--- src/rtl/trig_seq_pkg.sv ---
package trig_seq_pkg;
  typedef enum logic [1:0] {
    LK_EVENT = 2'd0,
    LK_CLOCK = 2'd1,
    LK_TICK  = 2'd2,
    LK_HOLD  = 2'd3
  } lvl_kind_e;

  typedef enum logic [1:0] {
    SQ_IDLE  = 2'd0,
    SQ_BLANK = 2'd1,
    SQ_RUN   = 2'd2,
    SQ_DONE  = 2'd3
  } seq_state_e;
endpackage

--- src/rtl/trig_level_ctr.sv ---
module trig_level_ctr
  import trig_seq_pkg::*;
#(
  parameter int CNT_W = 16,
  parameter int N_EV  = 3,
  parameter int SRC_W = 2
) (
  input  logic             clk_i,
  input  logic             rst_ni,
  input  logic             clr_i,
  input  logic             en_i,
  input  logic [N_EV-1:0]  ev_i,
  input  logic             tick_i,
  input  lvl_kind_e        kind_i,
  input  logic [SRC_W-1:0] src_i,
  input  logic [CNT_W-1:0] count_i,
  output logic             hit_o
);
  logic [CNT_W-1:0] cnt_q;
  logic             strobe;
  logic             reached;

  always_comb begin
    strobe = 1'b0;
    unique case (kind_i)
      LK_EVENT: begin
        for (int i = 0; i < N_EV; i++) begin
          if (src_i == SRC_W'(i)) strobe = ev_i[i];
        end
      end
      LK_CLOCK: strobe = 1'b1;
      LK_TICK:  strobe = tick_i;
      default:  strobe = 1'b0;
    endcase
  end

  // count of 0 behaves as 1
  assign reached = ({1'b0, cnt_q} + (CNT_W+1)'(1)) >= {1'b0, count_i};
  assign hit_o   = en_i & strobe & reached;

  always_ff @(posedge clk_i or negedge rst_ni) begin
    if (!rst_ni)                cnt_q <= '0;
    else if (clr_i || hit_o)    cnt_q <= '0;
    else if (en_i && strobe)    cnt_q <= cnt_q + CNT_W'(1);
  end
endmodule

--- src/rtl/trig_window_tmr.sv ---
module trig_window_tmr #(
  parameter int TIME_W = 16
) (
  input  logic              clk_i,
  input  logic              rst_ni,
  input  logic              clr_i,
  input  logic              blank_i,
  input  logic              run_i,
  input  logic              tick_i,
  input  logic [TIME_W-1:0] time_in_i,
  input  logic [TIME_W-1:0] time_out_i,
  output logic              blank_end_o,
  output logic              timeout_o
);
  logic [TIME_W-1:0] tmr_q;
  logic [TIME_W:0]   tmr_nx;
  logic              to_en;

  assign tmr_nx      = {1'b0, tmr_q} + (TIME_W+1)'(1);
  assign to_en       = time_out_i != '0;
  assign blank_end_o = blank_i & tick_i & (tmr_nx >= {1'b0, time_in_i});
  assign timeout_o   = run_i & tick_i & to_en & (tmr_nx >= {1'b0, time_out_i});

  always_ff @(posedge clk_i or negedge rst_ni) begin
    if (!rst_ni)                       tmr_q <= '0;
    else if (clr_i || blank_end_o)     tmr_q <= '0;
    else if (blank_i && tick_i)        tmr_q <= tmr_nx[TIME_W-1:0];
    else if (run_i && tick_i && to_en && tmr_q != '1)
                                       tmr_q <= tmr_nx[TIME_W-1:0];
  end
endmodule

--- src/rtl/trig_capture_ctl.sv ---
module trig_capture_ctl (
  input  logic trig_i,
  input  logic post_i,
  input  logic active_i,
  input  logic done_i,
  output logic cap_stop_o,
  output logic cap_start_o,
  output logic capture_en_o
);
  assign cap_stop_o   = trig_i & ~post_i;
  assign cap_start_o  = trig_i &  post_i;
  assign capture_en_o = post_i ? done_i : active_i;
endmodule

--- src/rtl/trig_sequencer.sv ---
module trig_sequencer
  import trig_seq_pkg::*;
#(
  parameter int N_LEVELS = 4,
  parameter int N_MATCH  = 2,
  parameter int CNT_W    = 16,
  parameter int TIME_W   = 16,
  localparam int LVL_W   = (N_LEVELS > 1) ? $clog2(N_LEVELS) : 1,
  localparam int N_EV    = N_MATCH + 1,
  localparam int SRC_W   = $clog2(N_EV),
  localparam int KIND_W  = 2
) (
  input  logic                       clk_i,
  input  logic                       rst_ni,
  input  logic                       arm_i,
  input  logic                       post_mode_i,
  input  logic [LVL_W-1:0]           last_lvl_i,
  input  logic [N_LEVELS*KIND_W-1:0] lvl_kind_i,
  input  logic [N_LEVELS*SRC_W-1:0]  lvl_src_i,
  input  logic [N_LEVELS*CNT_W-1:0]  lvl_count_i,
  input  logic [TIME_W-1:0]          time_in_i,
  input  logic [TIME_W-1:0]          time_out_i,
  input  logic                       tick_i,
  input  logic [N_MATCH-1:0]         match_i,
  input  logic                       glitch_i,
  input  logic                       ext_trig_i,
  input  logic                       manual_i,
  output logic                       trig_o,
  output logic                       triggered_o,
  output logic [LVL_W-1:0]           level_o,
  output logic                       capture_en_o,
  output logic                       cap_stop_o,
  output logic                       cap_start_o
);
  seq_state_e       state_q;
  logic [LVL_W-1:0] level_q;
  logic             trig_q;
  logic             post_q;

  lvl_kind_e        kind_cur;
  logic [SRC_W-1:0] src_cur;
  logic [CNT_W-1:0] count_cur;
  logic             running, blanking;
  logic             lvl_hit, blank_end, timeout, fire;

  assign kind_cur  = lvl_kind_e'(lvl_kind_i[int'(level_q)*KIND_W +: KIND_W]);
  assign src_cur   = lvl_src_i[int'(level_q)*SRC_W +: SRC_W];
  assign count_cur = lvl_count_i[int'(level_q)*CNT_W +: CNT_W];
  assign running   = (state_q == SQ_RUN);
  assign blanking  = (state_q == SQ_BLANK);

  trig_level_ctr #(.CNT_W(CNT_W), .N_EV(N_EV), .SRC_W(SRC_W)) u_lvl (
    .clk_i   (clk_i),
    .rst_ni  (rst_ni),
    .clr_i   (arm_i | ~running),
    .en_i    (running & ~arm_i),
    .ev_i    ({glitch_i, match_i}),
    .tick_i  (tick_i),
    .kind_i  (kind_cur),
    .src_i   (src_cur),
    .count_i (count_cur),
    .hit_o   (lvl_hit)
  );

  trig_window_tmr #(.TIME_W(TIME_W)) u_tmr (
    .clk_i       (clk_i),
    .rst_ni      (rst_ni),
    .clr_i       (arm_i),
    .blank_i     (blanking),
    .run_i       (running),
    .tick_i      (tick_i),
    .time_in_i   (time_in_i),
    .time_out_i  (time_out_i),
    .blank_end_o (blank_end),
    .timeout_o   (timeout)
  );

  assign fire = running & (ext_trig_i | manual_i | timeout |
                           (lvl_hit & (level_q == last_lvl_i)));

  always_ff @(posedge clk_i or negedge rst_ni) begin
    if (!rst_ni) begin
      state_q <= SQ_IDLE;
      level_q <= '0;
      trig_q  <= 1'b0;
      post_q  <= 1'b0;
    end else if (arm_i) begin
      state_q <= (time_in_i == '0) ? SQ_RUN : SQ_BLANK;
      level_q <= '0;
      trig_q  <= 1'b0;
      post_q  <= post_mode_i;
    end else begin
      trig_q <= 1'b0;
      unique case (state_q)
        SQ_BLANK: if (blank_end) state_q <= SQ_RUN;
        SQ_RUN: begin
          if (fire) begin
            state_q <= SQ_DONE;
            trig_q  <= 1'b1;
          end else if (lvl_hit) begin
            level_q <= level_q + LVL_W'(1);
          end
        end
        default: ;
      endcase
    end
  end

  trig_capture_ctl u_cap (
    .trig_i       (trig_q),
    .post_i       (post_q),
    .active_i     (blanking | running),
    .done_i       (state_q == SQ_DONE),
    .cap_stop_o   (cap_stop_o),
    .cap_start_o  (cap_start_o),
    .capture_en_o (capture_en_o)
  );

  assign trig_o      = trig_q;
  assign triggered_o = (state_q == SQ_DONE);
  assign level_o     = level_q;


  trig_pulse_chk: assert property (@(posedge clk_i) disable iff (!rst_ni)
    trig_o |=> !trig_o);

  trig_hold_chk: assert property (@(posedge clk_i) disable iff (!rst_ni)
    (triggered_o && !arm_i) |=> (triggered_o && !trig_o));

  arm_clear_chk: assert property (@(posedge clk_i) disable iff (!rst_ni)
    arm_i |=> (!triggered_o && level_o == '0 && !trig_o));

  blank_quiet_chk: assert property (@(posedge clk_i) disable iff (!rst_ni)
    (blanking && !arm_i) |=> !trig_o);

  ext_fire_chk: assert property (@(posedge clk_i) disable iff (!rst_ni)
    (running && !arm_i && (ext_trig_i || manual_i)) |=> trig_o);

  cap_strobe_chk: assert property (@(posedge clk_i) disable iff (!rst_ni)
    trig_o |-> (cap_stop_o != cap_start_o));

  level_bound_chk: assert property (@(posedge clk_i) disable iff (!rst_ni)
    running |-> (level_q <= last_lvl_i));
endmodule

--- config.mk ---
export PLATFORM = sky130hd
export DESIGN_NAME = trig_sequencer
export DESIGN_NICKNAME = d
export VERILOG_FILES = /design/src/rtl/trig_seq_pkg.sv /design/src/rtl/trig_level_ctr.sv /design/src/rtl/trig_window_tmr.sv /design/src/rtl/trig_capture_ctl.sv /design/src/rtl/trig_sequencer.sv
export SDC_FILE = /design/constraint.sdc
export NUM_CORES = 1
export LEC_CHECK = 0
export ABC_AREA = 1
export BUFFER_PORTS_ARGS = -buffer_cell sky130_fd_sc_hd__clkbuf_2
export CAP_MARGIN = 30
export CORE_MARGIN = 2
export CORE_UTILIZATION = 58
export CTS_CLUSTER_DIAMETER = 50
export DETAILED_ROUTE_END_ITERATION = 6
export PLACE_DENSITY = 0.95
export SYNTH_ARGS = -nofsm -noshare
export SYNTH_HDL_FRONTEND = slang
export SYNTH_SLANG_ARGS = --single-unit
--- constraint.sdc ---
create_clock -name clk_i -period 6.4 [get_ports clk_i]
set_input_delay 0.32 -clock clk_i [delete_from_list [all_inputs] [get_ports clk_i]]
set_output_delay 0.32 -clock clk_i [all_outputs]
set_load 0.01 [all_outputs]
==> results of run 1 <==
[Yosys cell counts (4+ instances only)]
| cell | number | area share, % |
|---|---|---|
| a21oi_1 | 34 | 3.9 |
| a32o_1 | 15 | 3.4 |
| clkbuf_1 | 10 | 0.85 |
| dfrtp_1 | 38 | 22 |
| ha_1 | 53 | 15 |
| inv_1 | 100 | 8.5 |
| nand2_1 | 187 | 16 |
| nand3_1 | 35 | 4.0 |
| nand3_2 | 14 | 3.2 |
| nand4_1 | 19 | 2.7 |
| nor2_1 | 38 | 3.2 |
| nor3_1 | 6 | 0.68 |
| nor4_1 | 5 | 0.71 |
| o21ai_0 | 16 | 1.8 |
| o21ai_1 | 4 | 0.45 |
| o22ai_1 | 7 | 0.99 |
| xor2_1 | 26 | 5.2 |
[sequential cells by signal, indices dropped and copies added (netlist names)]
register and count:
u_lvl.cnt_q 16, u_tmr.tmr_q 16, level_o 2, state_q 2, post_q 1, trig_o 1
[worst reg2reg max path, delay by kind of cell, from the launching register on]
family                   cells  cell delay (ps)
AO/OA/AOI/OAI                1              120
adder cells (fa/ha/maj)      2              510
XOR/XNOR                     1              240
AND/OR/NAND/NOR             17             2120
flip-flops                   1              420
[routing by layer]
layer	vias to the layer above	share of wire [%]
li1	2373	-
met1	2213	41
met2	200	50
met3	35	5.9
met4	0	2.3
met5	-	0
[power groups by stage]
stage	registers, uW	clock network, uW	logic (uW)
global route	306	211	630
global placement	302	0	523
floorplan	287	0	430
finish	301	201	561
CTS	300	201	553
detailed placement	305	0	548
[stage by stage]
stage | hold slack, ps | setup slack [ps] | instances
floorplan | 24.4 | 3510 | 649
global placement | 493 | 3100 | 861
detailed placement | 506 | 2940 | 861
CTS | 204 | 2900 | 869
global route | 1.66 | 2580 | 870
finish | -7.41 | 2880 | 870
[worst max-delay path by stage]
stage	startpoint	end	slack [ps]	cells past startpoint
floorplan	u_lvl.cnt_q[0]	u_lvl.cnt_q[12]	3510	22
global placement	u_lvl.cnt_q[0]	u_lvl.cnt_q[6]	3100	21
detailed placement	u_lvl.cnt_q[0]	u_lvl.cnt_q[6]	2940	21
CTS	u_lvl.cnt_q[0]	u_lvl.cnt_q[6]	2900	21
global route	u_lvl.cnt_q[0]	u_lvl.cnt_q[6]	2580	21
finish	u_lvl.cnt_q[0]	u_lvl.cnt_q[6]	2880	21
[cells by family (layout without fill, tap and decap cells)]
| logic type | after synthesis | after routing | share of synthesized area [%] |
|---|---|---|---|
| fa+ha+maj | 53 | 53 | 15.0 |
| flops | 38 | 38 | 21.5 |
| simple gates | 317 | 317 | 33.2 |
| compound gates | 90 | 90 | 13.1 |
| buf+inv | 123 | 245 | 11.5 |
| xor+xnor | 28 | 28 | 5.56 |
[cell type report]
cell class | instances | area (um^2)
sequential | 38 | 951
clock buffer | 7 | 76.3
inverter | 105 | 397
fill | 556 | 2080
timing repair buffer | 132 | 678
clock inverter | 1 | 30.0
multi-input combinational | 488 | 2950
tap | 99 | 124
==> impl_metrics.tcl, run 1 <==
set metrics [dict create \
    reg2reg_depth 21 \
    ys_ff_latch 38 \
    root_buffer "clkbuf_8" \
    die_height_um 91.2 \
    die_w_um 91.2 \
    synth-edff-count 0 \
    skew_ps 12.3 \
    final_layout_size_suffix_gt1_share_pct 21.8 \
    rr_startpoint "u_lvl.cnt_q[0]" \
    slew_violations 0 \
    portBuffers 130 \
    power.switching_uw 466 \
    mostFrequentLayoutCells "187 x nand2_1, 130 x clkbuf_2, 100 x inv_1" \
    io_pins 131 \
    cts_made_buffers 5 \
    postLayoutCoreUtil_pct 71.4 \
    wire_per_inst_um 13.9 \
    crit_family "simple AND/OR/NAND/NOR gates" \
    worstPathCellList "ha_1 -> nand3_1 -> nor3_1 -> and3_1 -> nand2_1 -> nor2_1 -> xor2_1 -> ha_1 -> nand2_1 -> nor2_1 -> nand3_1 -> nor2_1 -> nor2_1 -> nand3_1 -> nand2_1 -> nand2_1 -> nand2_4 -> nand2_4 -> nor2_8 -> nand3_1 -> o21ai_0" \
    area_growth_pct 18.0 \
    routed_via_density 5.54 \
    antenna_found_initial 0 \
    ys_types 44 \
    grt.met3_usage_pct 4.65 \
    period_share_pct 55.0 \
    hold_path_class "input pin to asynchronous set/reset pin" \
    syn_area_um2 4410 \
    cp_slowest_cell "dfrtp_1" \
    grtUsageMet2_pct 49.6 \
    met1_usage_pct 36.9 \
    violations "design-rule violations, negative hold slack" \
    htreeDepth 2 \
    worst_pin_slew_ps 993 \
    ant_nets 0 \
    wirelength_um 12100 \
    cts_tree "yes" \
    ys_seq_area_share_pct 21.5 \
    combPwrFrac_pct 52.8 \
    status "finished with violations" \
    core_area_um2 7290 \
    switching_share_pct 43.9 \
    grt_overflow_total 0 \
    initial_core_util_pct 60.5 \
    clock_latency_ps 290 \
    antenna_cells 0 \
    slew_headroom_pct 33.6 \
    syn_nets 826 \
    path_max_fanout 14 \
    grt_pass1_vias 4474 \
    cpPeakStageDelay_ps 420 \
    power_density_nw_per_um2 204 \
    async_reset_ff_share_pct 100 \
    num_rows 31 \
    reg2reg_to "u_lvl.cnt_q[6]" \
    power_frac_clock_pct 18.9 \
    grt_pass1_wl_um 19800 \
    worst_setup_path_end_kind "flop" \
    p_total_uw 1060 \
    place_area_um2 5080 \
    p_leak_uw 0.00312 \
    postCtsSetupBuffers 0 \
    tns_ps 0 \
    fmax_mhz 284 \
    hold_slack_ps -7.41 \
    rsz0062_at_grt "no" \
    worstPathRequired_ps 6570 \
    groute.usage.overall_pct 28.5 \
    path_class "flop to flop" \
    cts.repair.resized 0 \
    grt_max_degree 41 \
    cts.reportedPaths.clkPinSlew_ps 80 \
    vdd_drop_max_mv 0.0994 \
    hpwl_um 9730 \
    dieArea_um2 8320 \
    setup_viol 0 \
    drc 21 \
    min_period_ps 3520 \
    vias 4821 \
    ys.flop_type "dfrtp_1" \
    cts_buffer_depth 2 \
    seq_power_share_pct 28.3 \
    place_congestion 0.969 \
    drv_cap 0 \
    stdcell_area_um2 5210 \
    final_common_cell "nand2_1" \
    ys_warn_count 0 \
    finalHoldViolCount 26 \
    drtPass1Iterations 7 \
    cts_sinks 38 \
    reg2reg_slack_ps 2880 \
    final_nets 947 \
    avgSynthCellArea_um2 6.80 \
    start_kind "flop" \
    internal_power_uw 597 \
    cts_hold_buffers 0 \
    cp.arrival_ps 3690 \
    worst-path-buf-inv 0 \
    busiest_layer "met2" \
    postSynthCellCount 649 \
    drt_iter0_drc 465 \
]
Note: power is estimated with default switching activity, not from simulation.
==> run 2: changes to the inputs <==
- CORE_UTILIZATION: 58 -> 48
- PLACE_DENSITY: 0.95 -> 0.88
- clock period: 6.4 -> 2.9 ns (I/O delays scaled with it)
==> run 2 against run 1 <==
The run ends with design-rule violations, negative setup slack left. Largest power group unchanged. Largest cell class unchanged. Via count increased by 17%. Register-to-register slack got worse by 3200 ps. Global-route usage shrank 2.5 points. Hold slack improved by 59 ps. Clock skew up 5.4 ps. Maximum frequency increased by 8.1%. Setup slack got worse by 3200 ps. Non-clock buffer count grew 81. Combinational power rose to 3.0 times the previous value.
==> impl_metrics.tcl, run 2 (same netlist as run 1, synthesis figures left out) <==
set metrics [dict create \
    status "finished with violations" \
    violations "design-rule violations, negative setup slack" \
    drv_cap 0 \
    worst_setup_path_end_kind "flop" \
    power_density_nw_per_um2 455 \
    initial_core_util_pct 50.1 \
    cts_made_buffers 5 \
    final_layout_size_suffix_gt1_share_pct 38.9 \
    worstPathCellList "ha_2 -> nand3_1 -> nor2_2 -> nand2_2 -> nor2_4 -> xor2_2 -> inv_1 -> ha_1 -> a21oi_1 -> o21a_1 -> nand2_1 -> inv_1 -> nand3_1 -> a21oi_2 -> nand2_1 -> nand2_2 -> nand3_2 -> buf_6 -> o22ai_1" \
    rsz0062_at_grt "yes" \
    hold_path_class "input pin to flop" \
    vdd_drop_max_mv 0.236 \
    die_w_um 99.9 \
    cts_buffer_depth 2 \
    period_share_pct 112 \
    mostFrequentLayoutCells "167 x nand2_1, 130 x clkbuf_2, 95 x inv_1" \
    finalHoldViolCount 0 \
    clock_latency_ps 310 \
    place_area_um2 5570 \
    p_leak_uw 0.00361 \
    worst_slack_ps -357 \
    instances_no_fill 961 \
    final_nets 1029 \
    wire_per_inst_um 17.8 \
    ant_nets 0 \
    power.switching_uw 1280 \
    internal_power_uw 1640 \
    drtPass1Iterations 7 \
    cts_sinks 38 \
    cts_tree "yes" \
    antenna_found_initial 0 \
    cts.reportedPaths.clkPinSlew_ps 90 \
    hpwl_um 9690 \
    slew_headroom_pct 43.7 \
    reg2reg_depth 19 \
    cpPeakStageDelay_ps 390 \
    root_buffer "clkbuf_8" \
    area_growth_pct 45.6 \
    cp_slowest_cell "dfrtp_1" \
    start_kind "flop" \
    drt_iter0_drc 471 \
    io_pins 131 \
    area.sequential_um2 951 \
    routed_via_density 5.88 \
    skew_ps 17.8 \
    switching_share_pct 44.0 \
    power_frac_clock_pct 19.9 \
    place_congestion 0.908 \
    dieArea_um2 9980 \
    vias 5651 \
    min_period_ps 3260 \
    num-fill-cells 580 \
    groute.usage.overall_pct 26.0 \
    worstPathRequired_ps 3100 \
    fmax_mhz 307 \
    path_max_fanout 6 \
    dp.cells 929 \
    cp.arrival_ps 3460 \
    stdcell_area_um2 6420 \
    wirelength_um 17100 \
    antenna_cells 0 \
    slew_violations 0 \
    worst_pin_slew_ps 833 \
    portBuffers 130 \
    num_rows 34 \
    setup_viol 37 \
    multiInputGateArea_um2 3450 \
    p_total_uw 2920 \
    final_common_cell "nand2_1" \
    tns_ps -9410 \
    grt_pass1_vias 4818 \
    seq_power_share_pct 21.6 \
    htreeDepth 2 \
    path_class "flop to flop" \
    hold_depth 3 \
    combPwrFrac_pct 58.5 \
    grt_overflow_total 0 \
    reg_top3 "u_lvl.cnt_q x16, u_tmr.tmr_q x16" \
    grt_pass1_wl_um 21200 \
    core_area_um2 8810 \
    grt_max_degree 46 \
    die_height_um 99.9 \
    drc 12 \
]
-- run 2: worst paths after layout --
| path | startpoint | to | slack (ps) |
|---|---|---|---|
| worst max-delay path | u_tmr.tmr_q[1] | u_tmr.tmr_q[9] | -360 |
| worst min-delay path | post_mode_i | post_q | 50 |
| min in group asynchronous | rst_ni | u_lvl.cnt_q[11] | 220 |
| worst max register to register | u_tmr.tmr_q[1] | u_tmr.tmr_q[9] | -360 |
| max in group asynchronous | rst_ni | u_tmr.tmr_q[8] | 2240 |
| worst min register to register | u_lvl.cnt_q[11] | u_lvl.cnt_q[11] | 530 |
-- run 2: routing by layer --
metal  share of wire (%)  up-vias  global-route usage, %
met3                 8.0      139                   4.18
met2                  50      413                   46.9
met1                  34     2566                   31.3
li1                    -     2533                      -
met5                   0        -                      0
met4                 7.4        0                   9.38
-- run 2: cell type report --
class | instances | share of cell area [%]
Timing Repair Buffer | 213 | 20.9
Multi-Input combinational cell | 489 | 53.7
Clock inverter | 2 | 0.935
Clock buffer | 6 | 1.29
Inverter | 105 | 6.25
Tap cell | 108 | 2.10
Sequential cell | 38 | 14.8
-- run 2: timing repair --
action | 4_1_cts | 5_1_grt
endpoints found under the setup margin | 37 | 37
buffers inserted | 14 | 8
gates cloned | 1 | 0
hold endpoints to repair | 38 | 0
resized for setup | 42 | 73
pin swaps | 25 | 38
hold buffers | 1 | 0
-- run 2: stage by stage --
step	util (%)	worst slack, ps	hold slack (ps)
final	72.9	-357	52.0
after global routing	72.9	-492	66.7
after CTS	68.1	-98.9	49.4
after detailed placement	63.3	-277	10.5
after global placement	63.1	-159	347
after floorplan	-	9.23	-151
-- run 2: power by group through the flow --
stage	clock (uW)	sequential (uW)	combinational, uW
global placement	0	630	1320
floorplan	0	633	948
CTS	575	623	1440
detailed placement	0	634	1350
global route	597	637	1850
finish	582	631	1710
-- run 2: worst max-delay path, delay by kind of cell, from the launching register on --
kind | cells | cell delay [ps]
compound gates | 4 | 680
simple gates | 9 | 1010
flops | 1 | 390
buf+inv | 3 | 360
xor+xnor | 1 | 200
fa+ha+maj | 2 | 520
